==> src/rtl/irq_coal_pkg.sv <==
package irq_coal_pkg;
    localparam int CNT_W      = 20;
    localparam int TW_W       = 16;
    localparam int NW_W       = 20;
    localparam int SCALE_LOG2 = 10;
    localparam int TMR_W      = TW_W + SCALE_LOG2;
    localparam int DATA_W     = TW_W + NW_W;

    typedef enum logic [1:0] {
        SEL_ACK    = 2'd0,
        SEL_COUNT  = 2'd1,
        SEL_LIMITS = 2'd2,
        SEL_ENABLE = 2'd3
    } reg_sel_e;

    typedef struct packed {
        logic [TW_W-1:0] time_lim;
        logic [NW_W-1:0] num_lim;
    } limits_t;

    function automatic logic [NW_W-1:0] eff_num(input logic [NW_W-1:0] n);
        return (n == '0) ? NW_W'(1) : n;
    endfunction
endpackage

==> src/rtl/coal_counter.sv <==
module coal_counter #(
    parameter int W = irq_coal_pkg::CNT_W
) (
    input  logic         clk,
    input  logic         rst,
    input  logic         inc,
    input  logic         ack_en,
    input  logic         load_en,
    input  logic [W-1:0] wvalue,
    output logic [W-1:0] count
);
    localparam logic [W:0] MAXV = {1'b0, {W{1'b1}}};

    logic [W:0]   sum;
    logic [W-1:0] nxt;

    always_comb begin
        sum = {1'b0, count} + {{W{1'b0}}, inc};
        if (load_en) begin
            nxt = wvalue;
        end else if (ack_en) begin
            if ({1'b0, wvalue} > sum) nxt = '0;
            else if ((sum - {1'b0, wvalue}) > MAXV) nxt = '1;
            else nxt = W'(sum - {1'b0, wvalue});
        end else begin
            nxt = (sum > MAXV) ? '1 : W'(sum);
        end
    end

    always_ff @(posedge clk) begin
        if (rst) count <= '0;
        else     count <= nxt;
    end


    inc_step_chk: assert property (@(posedge clk) disable iff (rst)
        (inc && !ack_en && !load_en && count != '1) |=> count == $past(count) + W'(1));

    ack_sub_chk: assert property (@(posedge clk) disable iff (rst)
        (ack_en && !inc && !load_en && wvalue <= count) |=> count == $past(count) - $past(wvalue));

    load_chk: assert property (@(posedge clk) disable iff (rst)
        load_en |=> count == $past(wvalue));
endmodule

==> src/rtl/coal_timer.sv <==
module coal_timer #(
    parameter int W = irq_coal_pkg::TMR_W
) (
    input  logic         clk,
    input  logic         rst,
    input  logic         active,
    input  logic         restart,
    output logic [W-1:0] tmr
);
    always_ff @(posedge clk) begin
        if (rst || restart || !active) tmr <= '0;
        else if (tmr != '1)            tmr <= tmr + W'(1);
    end


    idle_hold_chk: assert property (@(posedge clk) disable iff (rst)
        !active |=> tmr == '0);

    restart_chk: assert property (@(posedge clk) disable iff (rst)
        restart |=> tmr == '0);
    no_wrap_chk: assert property (@(posedge clk) disable iff (rst)
        (active && !restart && tmr == '1) |=> tmr == '1);
endmodule

==> src/rtl/coal_decide.sv <==
module coal_decide
    import irq_coal_pkg::*;
#(
    parameter int CW = CNT_W,
    parameter int TW = TMR_W
) (
    input  logic          clk,
    input  logic          rst,
    input  logic [CW-1:0] count,
    input  logic [TW-1:0] tmr,
    input  limits_t       limits,
    input  logic          enable,
    output logic          irq
);
    logic [TW-1:0] tmr_thr;
    logic          by_num;
    logic          by_time;

    always_comb begin
        tmr_thr = {limits.time_lim, {SCALE_LOG2{1'b0}}};
        by_num  = count >= CW'(eff_num(limits.num_lim));
        by_time = (limits.time_lim != '0) && (tmr >= tmr_thr);
        irq     = enable && (count != '0) && (by_num || by_time);
    end


    zero_quiet_chk: assert property (@(posedge clk) disable iff (rst)
        (count == '0) |-> !irq);

    masked_chk: assert property (@(posedge clk) disable iff (rst)
        !enable |-> !irq);
endmodule

==> src/rtl/irq_coalescer.sv <==
module irq_coalescer
    import irq_coal_pkg::*;
(
    input  logic              clk,
    input  logic              rst,
    input  logic              cmpl_valid,
    input  logic              cmpl_doneint,
    input  logic              reg_wr,
    input  logic [1:0]        reg_addr,
    input  logic [DATA_W-1:0] reg_wdata,
    output logic              irq,
    output logic [CNT_W-1:0]  done_cnt
);
    reg_sel_e       sel;
    logic           ack_en, load_en, lim_en, ena_en;
    limits_t        limits_q;
    logic           enable_q;
    logic [TMR_W-1:0] tmr;

    always_comb begin
        sel     = reg_sel_e'(reg_addr);
        ack_en  = reg_wr && (sel == SEL_ACK);
        load_en = reg_wr && (sel == SEL_COUNT);
        lim_en  = reg_wr && (sel == SEL_LIMITS);
        ena_en  = reg_wr && (sel == SEL_ENABLE);
    end

    always_ff @(posedge clk) begin
        if (rst) begin
            limits_q <= '0;
            enable_q <= 1'b0;
        end else begin
            if (lim_en) limits_q <= limits_t'(reg_wdata);
            if (ena_en) enable_q <= reg_wdata[0];
        end
    end

    coal_counter #(.W(CNT_W)) u_cnt (
        .clk(clk), .rst(rst),
        .inc(cmpl_valid && cmpl_doneint),
        .ack_en(ack_en), .load_en(load_en),
        .wvalue(reg_wdata[CNT_W-1:0]),
        .count(done_cnt)
    );

    coal_timer #(.W(TMR_W)) u_tmr (
        .clk(clk), .rst(rst),
        .active(done_cnt != '0),
        .restart(ack_en || load_en),
        .tmr(tmr)
    );

    coal_decide #(.CW(CNT_W), .TW(TMR_W)) u_dec (
        .clk(clk), .rst(rst),
        .count(done_cnt), .tmr(tmr),
        .limits(limits_q), .enable(enable_q),
        .irq(irq)
    );


    same_cycle_chk: assert property (@(posedge clk) disable iff (rst)
        (cmpl_valid && cmpl_doneint && ack_en && !load_en &&
         reg_wdata[CNT_W-1:0] <= done_cnt)
        |=> done_cnt == $past(done_cnt) + CNT_W'(1) - $past(reg_wdata[CNT_W-1:0]));
endmodule

==> config.mk <==
export PLATFORM = sky130hd
export DESIGN_NAME = irq_coalescer
export DESIGN_NICKNAME = d
export VERILOG_FILES = /design/src/rtl/irq_coal_pkg.sv /design/src/rtl/coal_counter.sv /design/src/rtl/coal_timer.sv /design/src/rtl/coal_decide.sv /design/src/rtl/irq_coalescer.sv
export SDC_FILE = /design/constraint.sdc
export NUM_CORES = 1
export LEC_CHECK = 0
export ABC_CLOCK_PERIOD_IN_PS = 6900
export BUFFER_PORTS_ARGS = -buffer_cell sky130_fd_sc_hd__buf_2
export CAP_MARGIN = 20
export CORE_MARGIN = 2
export CORE_UTILIZATION = 60
export DETAILED_ROUTE_END_ITERATION = 12
export GPL_TIMING_DRIVEN = 0
export HOLD_SLACK_MARGIN = 0.08
export PLACE_DENSITY = 0.81
export SETUP_SLACK_MARGIN = 0.05
export SYNTH_ARGS = -nofsm -noshare
export SYNTH_HDL_FRONTEND = slang
export SYNTH_HIERARCHICAL = 1
export SYNTH_SLANG_ARGS = --single-unit
==> constraint.sdc <==
create_clock -name clk -period 6.9 [get_ports clk]
set_input_delay 0.345 -clock clk [delete_from_list [all_inputs] [get_ports clk]]
set_output_delay 0.345 -clock clk [all_outputs]
set_load 0.005 [all_outputs]
-- After elaboration in Yosys (flattened, before gate mapping)
Cells that the tools add are included.
- bits in registers: 83
- latch bits: 0
- memory bits (writable): 0
- ROM bits: 0
- input bits: 43
- output and inout port bits: 21
- word-level logic and storage cells: 40
- memories kept: 0
- $add $sub $neg: 3
- multiply operators: 0
- div/mod/pow operators: 0
- order comparisons: 5
- equality and inequality tests: 4
- shifts and indexed selects: 0
- mux-type cells: 6
- bitwise operators: 0
- reduce and logical (&&, ||, !) cells: 17
- operator list (cell ; number):
    20-bit two-way mux ; 6
    21-bit by 20-bit > comparator with 1-bit output, second input constant ; 2
    26-bit by 1-bit adder with 26-bit output, second input constant ; 1
    26-bit >= comparator ; 1
    26-bit inequality test, second input constant ; 1
    20-bit by 1-bit adder with 21-bit output ; 1
    20-bit by 21-bit > comparator with 1-bit output ; 1
    21-bit by 20-bit subtractor with 21-bit output ; 1
    20-bit >= comparator ; 1
    20-bit zero test ; 1
    20-bit nonzero test ; 1
    16-bit nonzero test ; 1
    1-bit logical AND ; 8
    2-bit equality test, second input constant ; 2
    1-bit logical OR ; 4
    2-bit by 1-bit equality test with 1-bit output, second input constant ; 1
    2-bit zero test ; 1
    1-bit zero test ; 1

-- Logic depth before layout (Yosys ltp)
- depth after elaboration: 8
- mapped depth: 15
- depth with buffers taken out: 13

-- Hierarchy
Netlist, hierarchy kept.
- modules (own cells, without submodules) (module ; instances ; cells an instance ; area each (µm²) ; sequential area each (µm²)):
    coal_counter ; 1 ; 397 ; 2807.7 ; 400.4
    irq_coalescer ; 1 ; 172 ; 1421.4 ; 740.7
    coal_timer ; 1 ; 155 ; 1356.3 ; 520.5
    coal_decide ; 1 ; 147 ; 1044.8 ; 0.0

-- Worst setup path after synthesis
Ideal clock, no wire load.
- kind: flip-flop to flip-flop
- start point: register u_cnt.count[1]
- end point: register u_cnt.count[1]
- setup time: 0.074 ns
- arrival time: 3.200 ns
- required time: 6.826 ns
- setup slack: 3.626 ns
- cell stages (with the launch flop): 16
- buffers on the path: 3
- period minus slack after synthesis: 3.274 ns
- cell sequence: dfxtp_1 > and4_1 > buf_4 > nand3_1 > or4_1 > nand2_1 > ha_1 > a21oi_1 > nand2_1 > a41oi_1 > a2bb2oi_2 > and3_1 > buf_4 > nor3_2 > buf_2 > a31oi_1
- longest elaborated chain between the ends: 7
- elaborated cells between the ends (all ways): 10
- those cells by class: add/sub: 2; order compare: 3; mux: 5
- RTL lines (element ; line ; source):
    start: declaration ; coal_counter.sv:10 ; output logic [W-1:0] count
    start signal: assignment ; coal_counter.sv:32 ; else count <= nxt;
    20-bit by 1-bit adder with 21-bit output * ; coal_counter.sv:18 ; sum = {1'b0, count} + {{W{1'b0}}, inc};
    21-bit by 20-bit subtractor with 21-bit output ; coal_counter.sv:23 ; else if ((sum - {1'b0, wvalue}) > MAXV) nxt = '1;
    21-bit by 20-bit > comparator with 1-bit output ; coal_counter.sv:23 ;
    20-bit two-way mux ; coal_counter.sv:23 ;
    20-bit two-way mux ; coal_counter.sv:22 ; if ({1'b0, wvalue} > sum) nxt = '0;
    20-bit two-way mux * ; coal_counter.sv:21 ; end else if (ack_en) begin
    20-bit two-way mux * ; coal_counter.sv:19 ; if (load_en) begin
Every way passes the cells marked *; elsewhere a longest branch is shown, timed or not.
A chain may end at the register's enable or synchronous reset.

-- Worst setup path in the final report
- start point: register u_cnt.count[1]
- end point: register u_cnt.count[5]
The elaborated chain is that of the path after synthesis.

==> results.json <==
{
  "run_status": "complete, no violations",
  "synthesis.area_um2": 6630,
  "rsz0062_at_grt": "false",
  "cts_setup_buffers": 0,
  "max_stage_delay_ns": 0.57,
  "die-width_um": 109,
  "synthesis.nets": 974,
  "place.port_buffers": 63,
  "cts_tree": "built",
  "grt_usage_pct": 33.3,
  "timing.critical_path.cells": "and4_1 -> buf_4 -> and3_1 -> nand3_1 -> xnor2_1 -> ha_1 -> clkbuf_1 -> nand2_1 -> o21ai_0 -> o2111ai_1 -> and3_1 -> buf_4 -> nor3_2 -> buf_2 -> a31oi_1",
  "avgRoutedWirePerCell_um": 18.1,
  "synth.ff_latch_count": 83,
  "final_common_cell": "sky130_fd_sc_hd__nand2_1",
  "max_slew.worst_pin.slew_ns": 0.831,
  "number_of_global_route_vias_before_repair": 6135,
  "worstSetupStartpointType": "flop",
  "finish.utilization_pct": 67.9,
  "num_vias": 6847,
  "drive_gt1_share_pct": 13.9,
  "detail_route.wirelength_mm": 19.7,
  "power_per_unit_of_standard_cell_area_nw_per_um2": 164,
  "design.die.area_um2": 11900,
  "finalPower_mw": 1.20,
  "globalRouteMet3Util_pct": 5.14,
  "worst_skew_pair.late_latency_ns": 0.38,
  "final_area_um2": 7330,
  "yosysTopAreaCellShare_pct": 25.1,
  "drcViolationCount": 0,
  "most-common-layout-cells": "sky130_fd_sc_hd__nand2_1 (120), sky130_fd_sc_hd__a21oi_1 (83), sky130_fd_sc_hd__dfxtp_1 (83)",
  "worst-path-max-fanout": 10,
  "grt-ovfl-total": 0,
  "core_area_um2": 10800,
  "grt_use_met1_pct": 43.5,
  "cts_root_buf": "sky130_fd_sc_hd__clkbuf_8",
  "muxShareOfSynthArea_pct": 0.604,
  "hold_buffers": 0,
  "synth-warning-count": 6,
  "finClkSkew_ns": 0.0154,
  "numCtsBuffers": 9,
  "cellLeakagePower_nw": 3.07,
  "number_of_instances_in_the_synthesized_netlist": 871,
  "clkTransAtPathRegs_ns": 0.10,
  "slew_headroom_pct": 44.3,
  "grt_pass1_wl_mm": 30.6,
  "filler_cell_count": 963,
  "async_flop_share_pct": 0,
  "period_share_pct": 61.0,
  "cts_max_level": 3,
  "ant_nets": 0,
  "cts-resized-gates": 0,
  "synth_ff_type": "sky130_fd_sc_hd__dfxtp_1",
  "synthTopCellsByArea": "sky130_fd_sc_hd__dfxtp_1 (25%), sky130_fd_sc_hd__ha_1 (11%), sky130_fd_sc_hd__nand2_1 (6.8%), sky130_fd_sc_hd__a21oi_1 (6.3%), sky130_fd_sc_hd__nor2_1 (4.1%)",
  "achievable-frequency_ghz": 0.238,
  "n_antenna_cell": 0,
  "groute.layer.met2.usage_pct": 51.8,
  "final_max_slew_viol_count": 0,
  "clock_path_buffers": 2,
  "fp-row-count": 38,
  "antenna_found_initial": 0,
  "place_area_um2": 7120,
  "synth_enable_flop_cells": 0,
  "path_class": "flop to flop",
  "cts.sinks": 83,
  "tmin_final_ns": 4.21,
  "worst_setup_path_end_kind": "flop",
  "main_combinational_cell_family_by_area_after_synthesis": "simple AND/OR/NAND/NOR gates",
  "area_delta_synth_final_pct": 10.5,
  "grt.busiest_layer": "met2",
  "synth_fa_ha_area_share_pct": 11.4,
  "yosysSeqAreaShare_pct": 25.1,
  "final-setup-viol-count": 0,
  "synthDistinctLibCells": 72,
  "start_util_pct": 61.4,
  "totalNegativeSetupSlack_ns": 0,
  "hold_path_class": "input pin to flop",
  "drtPass1Iterations": 7,
  "io-pin-count": 64,
  "maximum_number_of_pins_on_one_net_before_global_route_repair": 17,
  "nets": 1048,
  "drv_cap": 0,
  "hold_viol": 0,
  "die_h_um": 109,
  "route.detailed.vias_per_inst": 6.28,
  "worstPathArrival_ns": 4.46,
  "dr.first_iter.drc_count": 674,
  "dp.final_hpwl_mm": 14.7,
  "post_synthesis_average_cell_area_um2": 7.61,
  "critPathRequiredTime_ns": 7.15,
  "irDropWorstVdd_uv": 132,
  "synthesized_area_fraction_occupied_by_and_or_nand_nor_cells_pct": 27.5,
  "gp_congestion": 1.00,
  "synth_xor_xnor_area_share_pct": 5.28,
  "synth-compound-area-share_pct": 23.1,
  "synth_area_leader_cell": "sky130_fd_sc_hd__dfxtp_1",
  "critical_path.slowest_cell": "sky130_fd_sc_hd__dfxtp_1"
}
==> path summary, 6_finish.rpt <==
check | from | endpoint | slack [ns] | cells past startpoint
max | u_cnt/count[1]$_SDFF_PP0_ | u_cnt/count[5]$_SDFF_PP0_ | 2.69 | 15
min | reg_wdata[29] | limits_q[29]$_SDFFE_PP0P_ | 0.19 | 3
max reg2reg | u_cnt/count[1]$_SDFF_PP0_ | u_cnt/count[5]$_SDFF_PP0_ | 2.69 | 15
min reg2reg | limits_q[3]$_SDFFE_PP0P_ | limits_q[3]$_SDFFE_PP0P_ | 0.48 | 2
==> state kept, by name, indices dropped and copies added, names as in the netlist <==
signal / flops
limits_q: 36
enable_q: 1
u_cnt/count: 20
u_tmr/tmr: 26
==> where the power goes <==
group	total (mW)	switching, mW	leakage, nW	internal (mW)
clock network	0.386	0.212	0.0999	0.174
logic	0.296	0.174	2.29	0.123
registers	0.523	0.0279	0.674	0.495
==> synthesized netlist by cell type, types with 3 or more instances <==
cell type and instances:
sky130_fd_sc_hd__a221o_1 8, sky130_fd_sc_hd__nand4_1 15, sky130_fd_sc_hd__clkbuf_1 15, sky130_fd_sc_hd__o2111ai_1 9, sky130_fd_sc_hd__buf_8 3, sky130_fd_sc_hd__ha_1 59
sky130_fd_sc_hd__o31ai_2 4, sky130_fd_sc_hd__o31a_1 3, sky130_fd_sc_hd__a21oi_2 7, sky130_fd_sc_hd__a31o_2 3, sky130_fd_sc_hd__nor3_1 8, sky130_fd_sc_hd__and2_1 10
sky130_fd_sc_hd__inv_1 69, sky130_fd_sc_hd__nor2b_1 3, sky130_fd_sc_hd__o31ai_1 3, sky130_fd_sc_hd__o21a_1 7, sky130_fd_sc_hd__o21ai_0 37, sky130_fd_sc_hd__o41ai_1 7
sky130_fd_sc_hd__xnor2_1 20, sky130_fd_sc_hd__nand2_1 120, sky130_fd_sc_hd__or3_1 5, sky130_fd_sc_hd__a221oi_1 8, sky130_fd_sc_hd__mux2i_1 4, sky130_fd_sc_hd__a21oi_1 83
sky130_fd_sc_hd__o211ai_1 5, sky130_fd_sc_hd__xor2_1 20, sky130_fd_sc_hd__buf_2 9, sky130_fd_sc_hd__a31oi_1 14, sky130_fd_sc_hd__and4_1 15, sky130_fd_sc_hd__o2111a_1 3
sky130_fd_sc_hd__nor4_1 27, sky130_fd_sc_hd__a21o_1 8, sky130_fd_sc_hd__dfxtp_1 83, sky130_fd_sc_hd__nand3_1 25, sky130_fd_sc_hd__and3_1 20, sky130_fd_sc_hd__a211oi_1 3
sky130_fd_sc_hd__nor2_1 73, sky130_fd_sc_hd__nor3b_1 4, sky130_fd_sc_hd__nand2b_1 4, sky130_fd_sc_hd__buf_4 5
==> logic make-up after synthesis <==
kind of cell               Yosys count
adders and majority gates           60
and+or+nand+nor                    351
DFF                                 83
AOI/OAI and AO/OA                  229
buffers and inverters              104
muxes                                4
xor gates and xnor gates            40
==> worst max-delay path, delay by kind of cell, from the launching register on <==
kind / cells / cell delay (ns)
AND/OR/NAND/NOR: 6 / 1.05
AO/OA/AOI/OAI: 3 / 1.03
buffers and inverters: 4 / 0.94
flip-flops: 1 / 0.57
adder cells (fa/ha/maj): 1 / 0.29
XOR/XNOR: 1 / 0.19
==> stage by stage <==
step | hold slack, ns | setup WS (ns) | std cells
6_report | 0.192 | 2.69 | 1090
5_1_grt | 0.188 | 2.48 | 1090
4_1_cts | 0.188 | 2.83 | 1090
3_5_place_dp | 0.466 | 2.83 | 1074
3_3_place_gp | 0.457 | 2.88 | 1074
2_1_floorplan | 0.448 | 3.63 | 871
==> routing by layer <==
metal  routed length, um  vias to the layer above
li1                    -                     3302
met1                8280                     3166
met2                8880                      308
met3                1500                       71
met4                1030                        0
met5                   0                        -
==> area by class of cell <==
cell class / count / area (um2) / area share (%)
Timing Repair Buffer: 63 / 315 / 4.30
Clock buffer: 9 / 124 / 1.69
Tap cell: 140 / 175 / 2.39
Multi-Input combinational cell: 684 / 4500 / 61.4
Buffer: 35 / 210 / 2.87
Inverter: 69 / 259 / 3.53
Sequential cell: 83 / 1660 / 22.7
Clock inverter: 7 / 85.1 / 1.16
Power figures use the tool's default switching activity.
